==> config.mk <==
export PLATFORM = sky130hd
export DESIGN_NAME = dmairq_regfile
export DESIGN_NICKNAME = d
export VERILOG_FILES = /design/src/rtl/dmairq_pkg.sv /design/src/rtl/dmairq_status.sv /design/src/rtl/dmairq_pair.sv /design/src/rtl/dmairq_regfile.sv
export SDC_FILE = /design/constraint.sdc
export NUM_CORES = 1
export LEC_CHECK = 0
export BUFFER_PORTS_ARGS = -buffer_cell sky130_fd_sc_hd__buf_2
export CORE_ASPECT_RATIO = 1.2
export CORE_MARGIN = 1.5
export CORE_UTILIZATION = 25
export CTS_CLUSTER_SIZE = 28
export DETAILED_ROUTE_END_ITERATION = 16
export PLACE_DENSITY = 0.43
export SYNTH_ARGS = -nofsm -noshare
export SYNTH_HDL_FRONTEND = slang
export SYNTH_SLANG_ARGS = --single-unit
==> constraint.sdc <==
create_clock -name clk -period 4.4 [get_ports clk]
set_clock_uncertainty 0.1 [all_clocks]
set_input_delay 1.1 -clock clk [delete_from_list [all_inputs] [get_ports clk]]
set_output_delay 1.1 -clock clk [all_outputs]
set_load 0.05 [all_outputs]
==> src/rtl/dmairq_pkg.sv <==
package dmairq_pkg;
  localparam int unsigned BUS_AW = 20;
  localparam int unsigned BUS_DW = 32;
  localparam int unsigned MAX_CH = 8;

  // global register offsets
  localparam logic [BUS_AW-1:0] OFS_STATUS = 20'h8_0000;
  localparam logic [BUS_AW-1:0] OFS_PEND   = 20'h8_0004;
  localparam logic [BUS_AW-1:0] OFS_ENABLE = 20'h8_0008;
  localparam logic [BUS_AW-1:0] OFS_AMODE  = 20'h0_0034;

  // offsets inside a pair window (window stride is 1 << WIN_SHIFT)
  localparam int unsigned WIN_SHIFT = 6;
  localparam logic [WIN_SHIFT-1:0] WOFS_RX_DHI = 6'h00;
  localparam logic [WIN_SHIFT-1:0] WOFS_RX_DLO = 6'h04;
  localparam logic [WIN_SHIFT-1:0] WOFS_RX_RUN = 6'h14;
  localparam logic [WIN_SHIFT-1:0] WOFS_TX_DHI = 6'h18;
  localparam logic [WIN_SHIFT-1:0] WOFS_TX_DLO = 6'h1C;
  localparam logic [WIN_SHIFT-1:0] WOFS_RX_ROW = 6'h30;
endpackage

==> src/rtl/dmairq_status.sv <==
module dmairq_status #(
  parameter int unsigned NUM_CH = 6
) (
  input  logic              clk,
  input  logic              rst_n,
  input  logic              clr_we,
  input  logic [NUM_CH-1:0] clr_mask,
  input  logic              en_we,
  input  logic [NUM_CH-1:0] en_wdata,
  input  logic [NUM_CH-1:0] done_i,
  output logic [NUM_CH-1:0] sts_o,
  output logic [NUM_CH-1:0] en_o,
  output logic [NUM_CH-1:0] pend_o,
  output logic              irq_o
);
  logic [NUM_CH-1:0] sts_q, sts_d;
  logic [NUM_CH-1:0] en_q, en_d;

  // the completion pulse is OR-ed in after the clear, so it wins a collision
  always_comb begin
    sts_d = sts_q;
    if (clr_we) sts_d = sts_d & ~clr_mask;
    sts_d = sts_d | done_i;
    en_d  = en_we ? en_wdata : en_q;
  end

  always_ff @(posedge clk or negedge rst_n) begin
    if (!rst_n) begin
      sts_q <= '0;
      en_q  <= '0;
    end else begin
      sts_q <= sts_d;
      en_q  <= en_d;
    end
  end

  assign sts_o  = sts_q;
  assign en_o   = en_q;
  assign pend_o = sts_q & en_q;
  assign irq_o  = |pend_o;
endmodule

==> src/rtl/dmairq_pair.sv <==
module dmairq_pair
  import dmairq_pkg::*;
#(
  parameter int unsigned DW    = 32,
  parameter int unsigned ROW_W = 16
) (
  input  logic                 clk,
  input  logic                 rst_n,
  input  logic                 sel,
  input  logic                 wr_en,
  input  logic [WIN_SHIFT-1:0] off,
  input  logic [DW-1:0]        wdata,
  output logic [DW-1:0]        rdata,
  output logic [DW-1:0]        rx_dhi,
  output logic [DW-1:0]        rx_dlo,
  output logic [DW-1:0]        tx_dhi,
  output logic [DW-1:0]        tx_dlo,
  output logic                 rx_run,
  output logic [ROW_W-1:0]     rx_row
);
  logic [DW-1:0]    rx_dhi_q, rx_dhi_d, rx_dlo_q, rx_dlo_d;
  logic [DW-1:0]    tx_dhi_q, tx_dhi_d, tx_dlo_q, tx_dlo_d;
  logic             run_q, run_d;
  logic [ROW_W-1:0] row_q, row_d;
  logic             we;

  assign we = wr_en & sel;

  always_comb begin
    rx_dhi_d = (we && off == WOFS_RX_DHI) ? wdata : rx_dhi_q;
    rx_dlo_d = (we && off == WOFS_RX_DLO) ? wdata : rx_dlo_q;
    tx_dhi_d = (we && off == WOFS_TX_DHI) ? wdata : tx_dhi_q;
    tx_dlo_d = (we && off == WOFS_TX_DLO) ? wdata : tx_dlo_q;
    run_d    = (we && off == WOFS_RX_RUN) ? wdata[0] : run_q;
    row_d    = (we && off == WOFS_RX_ROW) ? wdata[ROW_W-1:0] : row_q;
  end

  always_ff @(posedge clk or negedge rst_n) begin
    if (!rst_n) begin
      rx_dhi_q <= '0;
      rx_dlo_q <= '0;
      tx_dhi_q <= '0;
      tx_dlo_q <= '0;
      run_q    <= 1'b0;
      row_q    <= '0;
    end else begin
      rx_dhi_q <= rx_dhi_d;
      rx_dlo_q <= rx_dlo_d;
      tx_dhi_q <= tx_dhi_d;
      tx_dlo_q <= tx_dlo_d;
      run_q    <= run_d;
      row_q    <= row_d;
    end
  end

  always_comb begin
    rdata = '0;
    if (sel) begin
      case (off)
        WOFS_RX_DHI: rdata = rx_dhi_q;
        WOFS_RX_DLO: rdata = rx_dlo_q;
        WOFS_TX_DHI: rdata = tx_dhi_q;
        WOFS_TX_DLO: rdata = tx_dlo_q;
        WOFS_RX_RUN: rdata = DW'(run_q);
        WOFS_RX_ROW: rdata = DW'(row_q);
        default:     rdata = '0;
      endcase
    end
  end

  assign rx_dhi = rx_dhi_q;
  assign rx_dlo = rx_dlo_q;
  assign tx_dhi = tx_dhi_q;
  assign tx_dlo = tx_dlo_q;
  assign rx_run = run_q;
  assign rx_row = row_q;
endmodule

==> src/rtl/dmairq_regfile.sv <==
module dmairq_regfile
  import dmairq_pkg::*;
#(
  parameter int unsigned NUM_CH = 6,
  parameter int unsigned ROW_W  = 16,
  localparam int unsigned NUM_PAIRS = NUM_CH / 2,
  localparam int unsigned PAIR_AW   = BUS_AW - WIN_SHIFT
) (
  input  logic                      clk,
  input  logic                      rst_n,
  input  logic                      bus_wr,
  input  logic                      bus_rd,
  input  logic [BUS_AW-1:0]         bus_addr,
  input  logic [BUS_DW-1:0]         bus_wdata,
  output logic [BUS_DW-1:0]         bus_rdata,
  input  logic [NUM_CH-1:0]         ch_done,
  output logic [NUM_CH*BUS_DW-1:0]  ch_desc_hi,
  output logic [NUM_CH*BUS_DW-1:0]  ch_desc_lo,
  output logic [NUM_PAIRS-1:0]      rx_run,
  output logic [NUM_PAIRS*ROW_W-1:0] rx_row_bytes,
  output logic                      addr32_mode,
  output logic                      irq
);
  logic                wr_sts, wr_en_reg, wr_amode;
  logic [NUM_CH-1:0]   sts_q, en_q, pend;
  logic                amode_q, amode_d;
  logic [BUS_DW-1:0]   pair_rd [NUM_PAIRS];
  logic [BUS_DW-1:0]   pair_or, rd_mux, rdata_q, rdata_d;

  assign wr_sts    = bus_wr && (bus_addr == OFS_STATUS);
  assign wr_en_reg = bus_wr && (bus_addr == OFS_ENABLE);
  assign wr_amode  = bus_wr && (bus_addr == OFS_AMODE);

  dmairq_status #(.NUM_CH(NUM_CH)) u_status (
    .clk      (clk),
    .rst_n    (rst_n),
    .clr_we   (wr_sts),
    .clr_mask (bus_wdata[NUM_CH-1:0]),
    .en_we    (wr_en_reg),
    .en_wdata (bus_wdata[NUM_CH-1:0]),
    .done_i   (ch_done),
    .sts_o    (sts_q),
    .en_o     (en_q),
    .pend_o   (pend),
    .irq_o    (irq)
  );

  // channel 2p receives, channel 2p+1 transmits
  for (genvar p = 0; p < NUM_PAIRS; p++) begin : g_pair
    logic sel;
    assign sel = (bus_addr[BUS_AW-1:WIN_SHIFT] == PAIR_AW'(p));
    dmairq_pair #(.DW(BUS_DW), .ROW_W(ROW_W)) u_pair (
      .clk    (clk),
      .rst_n  (rst_n),
      .sel    (sel),
      .wr_en  (bus_wr),
      .off    (bus_addr[WIN_SHIFT-1:0]),
      .wdata  (bus_wdata),
      .rdata  (pair_rd[p]),
      .rx_dhi (ch_desc_hi[(2*p)*BUS_DW +: BUS_DW]),
      .rx_dlo (ch_desc_lo[(2*p)*BUS_DW +: BUS_DW]),
      .tx_dhi (ch_desc_hi[(2*p+1)*BUS_DW +: BUS_DW]),
      .tx_dlo (ch_desc_lo[(2*p+1)*BUS_DW +: BUS_DW]),
      .rx_run (rx_run[p]),
      .rx_row (rx_row_bytes[p*ROW_W +: ROW_W])
    );
  end

  always_comb begin
    pair_or = '0;
    for (int p = 0; p < NUM_PAIRS; p++) pair_or = pair_or | pair_rd[p];
  end

  always_comb begin
    amode_d = wr_amode ? bus_wdata[0] : amode_q;
    if (bus_addr == OFS_STATUS)      rd_mux = BUS_DW'(sts_q);
    else if (bus_addr == OFS_PEND)   rd_mux = BUS_DW'(pend);
    else if (bus_addr == OFS_ENABLE) rd_mux = BUS_DW'(en_q);
    else if (bus_addr == OFS_AMODE)  rd_mux = BUS_DW'(amode_q);
    else                             rd_mux = pair_or;
    rdata_d = bus_rd ? rd_mux : rdata_q;
  end

  always_ff @(posedge clk or negedge rst_n) begin
    if (!rst_n) begin
      amode_q <= 1'b0;
      rdata_q <= '0;
    end else begin
      amode_q <= amode_d;
      rdata_q <= rdata_d;
    end
  end

  assign addr32_mode = amode_q;
  assign bus_rdata   = rdata_q;
endmodule

==> impl_metrics.yaml <==
global_routing:
  grt_max_degree: 82
  grt_pass1_vias: 17200
  top_usage_layer: "met2"
  use_met3_pct: 5.31
  grt_overflow_total: 0
  gr-usage-met1_pct: 26.3
  grt_usage_pct: 21.3
  gr-usage-met2_pct: 35.7
  grt_pass1_wl_mm: 134
  antenna_found_initial: 4
clock_network:
  clk_latency_ns: 0.63
  cts_num_sinks: 480
  cts.hold.buffers_added: 0
  clock_path_buffers: 3
  root_buffer: "clkbuf_16"
  post_cts_resize_count: 0
  cts_setup_buffers: 0
  cts_tree: "done"
  numCtsBuffers: 55
  htreeDepth: 2
  cts.clk_slew.worst_paths_ns: 0.06
drt:
  drt_pass1_iterations: 5
  vias_per_cell: 5.01
  drcViolationCount: 0
  wire_per_inst_um: 29.0
  ant_nets: 0
  wl_mm: 95.7
  drt_iter0_drc: 1118
  via_count: 16500
timing:
  min_period_over_period_pct: 75.0
  timing.slew.headroom_pct: 30.7
  setup_viol: 0
  hold_viol: 0
  drv_slew: 0
  period_minus_slack_ns: 3.30
  tightestPinTransition_ns: 1.03
  fmaxAchievable_ghz: 0.303
  finalSetupTns_ns: 0
  grt_setup_unrepaired: "no"
place:
  port_buffers: 530
  dp_hpwl_mm: 65.5
  post-place-cells: 3194
  placed_area_um2: 25600
  gp_congestion: 0.803
final_layout:
  drive_gt1_share_pct: 50.1
  n_fill_cell: 8720
  syn_to_final_growth_pct: 28.4
  stdcell_count: 3296
  fin_area_um2: 27500
  num-nets-final: 2183
power_and_ir_drop:
  peakVddDrop_v: 0.000275
  p_leak_nw: 14.5
  p_per_area_nw_per_um2: 348
die:
  initial_core_util_pct: 25.2
  die_w_um: 270
  io_pins: 531
  die_h_um: 324
  row_count: 117
  core_um2: 84900
  dieArea_um2: 87500
synth:
  ys_ff_latch: 480
  synth-edff-count: 0
  syn_area_per_cell_um2: 13.3
  synth_ff_type: "dfrtp_1"
  synthArstFlopShare_pct: 100
  ys_types: 57
  yosysWarnings: 0
  synth-seq-area-share_pct: 56.0
  synthCells: 1614
  syn_area_um2: 21400
  synth_fp_nets: 1676
setup_path:
  cp_top_family: "simple AND/OR/NAND/NOR gates"
  worst_setup_path_end_kind: "register"
  crit_path_max_fanout: 10
  crit_type: "input pin to register"
  arrival_ns: 3.70
  required_ns: 4.80
  critPathLaunchType: "input pin"
  slowest_stage: "or4_1"
  cp_num_buf_inv: 2
  critPathMaxStageDelay_ns: 0.67
  path_cells: "buf_2 > or4_4 > or2_1 > or4_1 > nor2_4 > buf_12 > mux2_1"
job:
  drv_cap: 0
min_path:
  min_path_type: "input pin to asynchronous set/reset pin"
status:
  status: "complete, no violations"
routing by layer:
layer	up-vias	share of wire, %
met5	-	0.014
met4	2	3.8
met3	158	6.7
met2	638	48
met1	8694	41
li1	7020	-
final cells by class:
type	count	area (um^2)	area share [%]
Tap cell	1130	1410	5.14
Multi-Input combinational cell	956	8690	31.6
Sequential cell	480	12000	43.7
Antenna cell	2	5.00	0.0182
Clock buffer	80	1620	5.89
Clock inverter	20	264	0.960
Inverter	28	105	0.382
Timing Repair Buffer	600	3400	12.4
worst register-to-register path, stage by stage (launching register included):
cell and delay [ns]:
dfrtp_1 0.40, nand2_1 0.10, a21oi_1 0.07, a21oi_1 0.14
o21ai_0 0.24, nor4_1 0.98, nor2_1 0.09
cells by family (layout without fill, tap and decap cells):
logic type / after synthesis / count (layout) / synth area share, %
compound gates: 319 / 319 / 10.7
simple gates: 168 / 168 / 4.24
buf+inv: 178 / 728 / 3.85
mux: 469 / 469 / 25.2
other cells: 0 / 2 / 0
flops: 480 / 480 / 56.0
layout by cell type (no fill, tap or decap), types with 30 or more instances in the layout:
cell	count
a21oi_1	44
a22oi_1	154
buf_2	529
buf_4	53
clkbuf_16	56
dfrtp_1	480
mux2_1	78
mux2_2	330
mux2_4	37
nand2_1	81
o22ai_1	30
state kept, by name, indices dropped and copies added (netlist names):
register and flops:
bus_rdata 32, g_pair.u_pair.rx_dhi 96, g_pair.u_pair.rx_run 3, u_status.en_o 6, g_pair.u_pair.tx_dhi 96, g_pair.u_pair.rx_dlo 96
g_pair.u_pair.tx_dlo 96, addr32_mode 1, u_status.sts_o 6, g_pair.u_pair.rx_row 48
per-stage QoR:
step | hold slack, ns | total power, mW | util (%) | setup WS, ns
floorplan | 0.363 | 4.60 | - | 0.872
global placement | 0.396 | 4.83 | 30.2 | 0.471
detailed placement | 0.404 | 4.84 | 30.2 | 0.454
CTS | 0.338 | 9.74 | 32.4 | 1.14
global route | 0.363 | 9.92 | 32.4 | 1.09
finish | 0.329 | 9.57 | 32.4 | 1.10
cells in the mapped netlist, drive strengths merged, types with 17 or more instances:
cell type / instances / area, um^2
o22ai: 30 / 188
nand2: 84 / 318
mux2: 445 / 5150
nand3: 20 / 150
o211ai: 17 / 128
a22oi: 154 / 1160
clkbuf: 101 / 383
inv: 27 / 101
a21oi: 44 / 220
buf: 49 / 337
mux2i: 24 / 240
dfrtp: 480 / 12000
worst paths after layout:
check,depth (start not counted),slack (ns),endpoint,startpoint
hold / removal,1,0.33,g_pair[1].u_pair.tx_dhi[26],rst_n
setup reg to reg,6,2.12,bus_rdata[5],u_status.en_o[5]
min in group clk,1,0.41,u_status.sts_o[5],u_status.sts_o[5]
hold reg to reg,1,0.41,u_status.sts_o[5],u_status.sts_o[5]
max in group asynchronous,3,2.70,g_pair[1].u_pair.tx_dlo[10],rst_n
setup / recovery,7,1.10,g_pair[2].u_pair.rx_row[9],bus_addr[10]
power breakdown:
part	switching, mW	internal, mW	leakage [nW]
Clock	1.98	2.85	0.931
Sequential	0.00241	4.42	6.67
Combinational	0.260	0.0629	6.87
Total	2.24	7.33	14.5
Note: power is estimated with default switching activity, not from simulation.
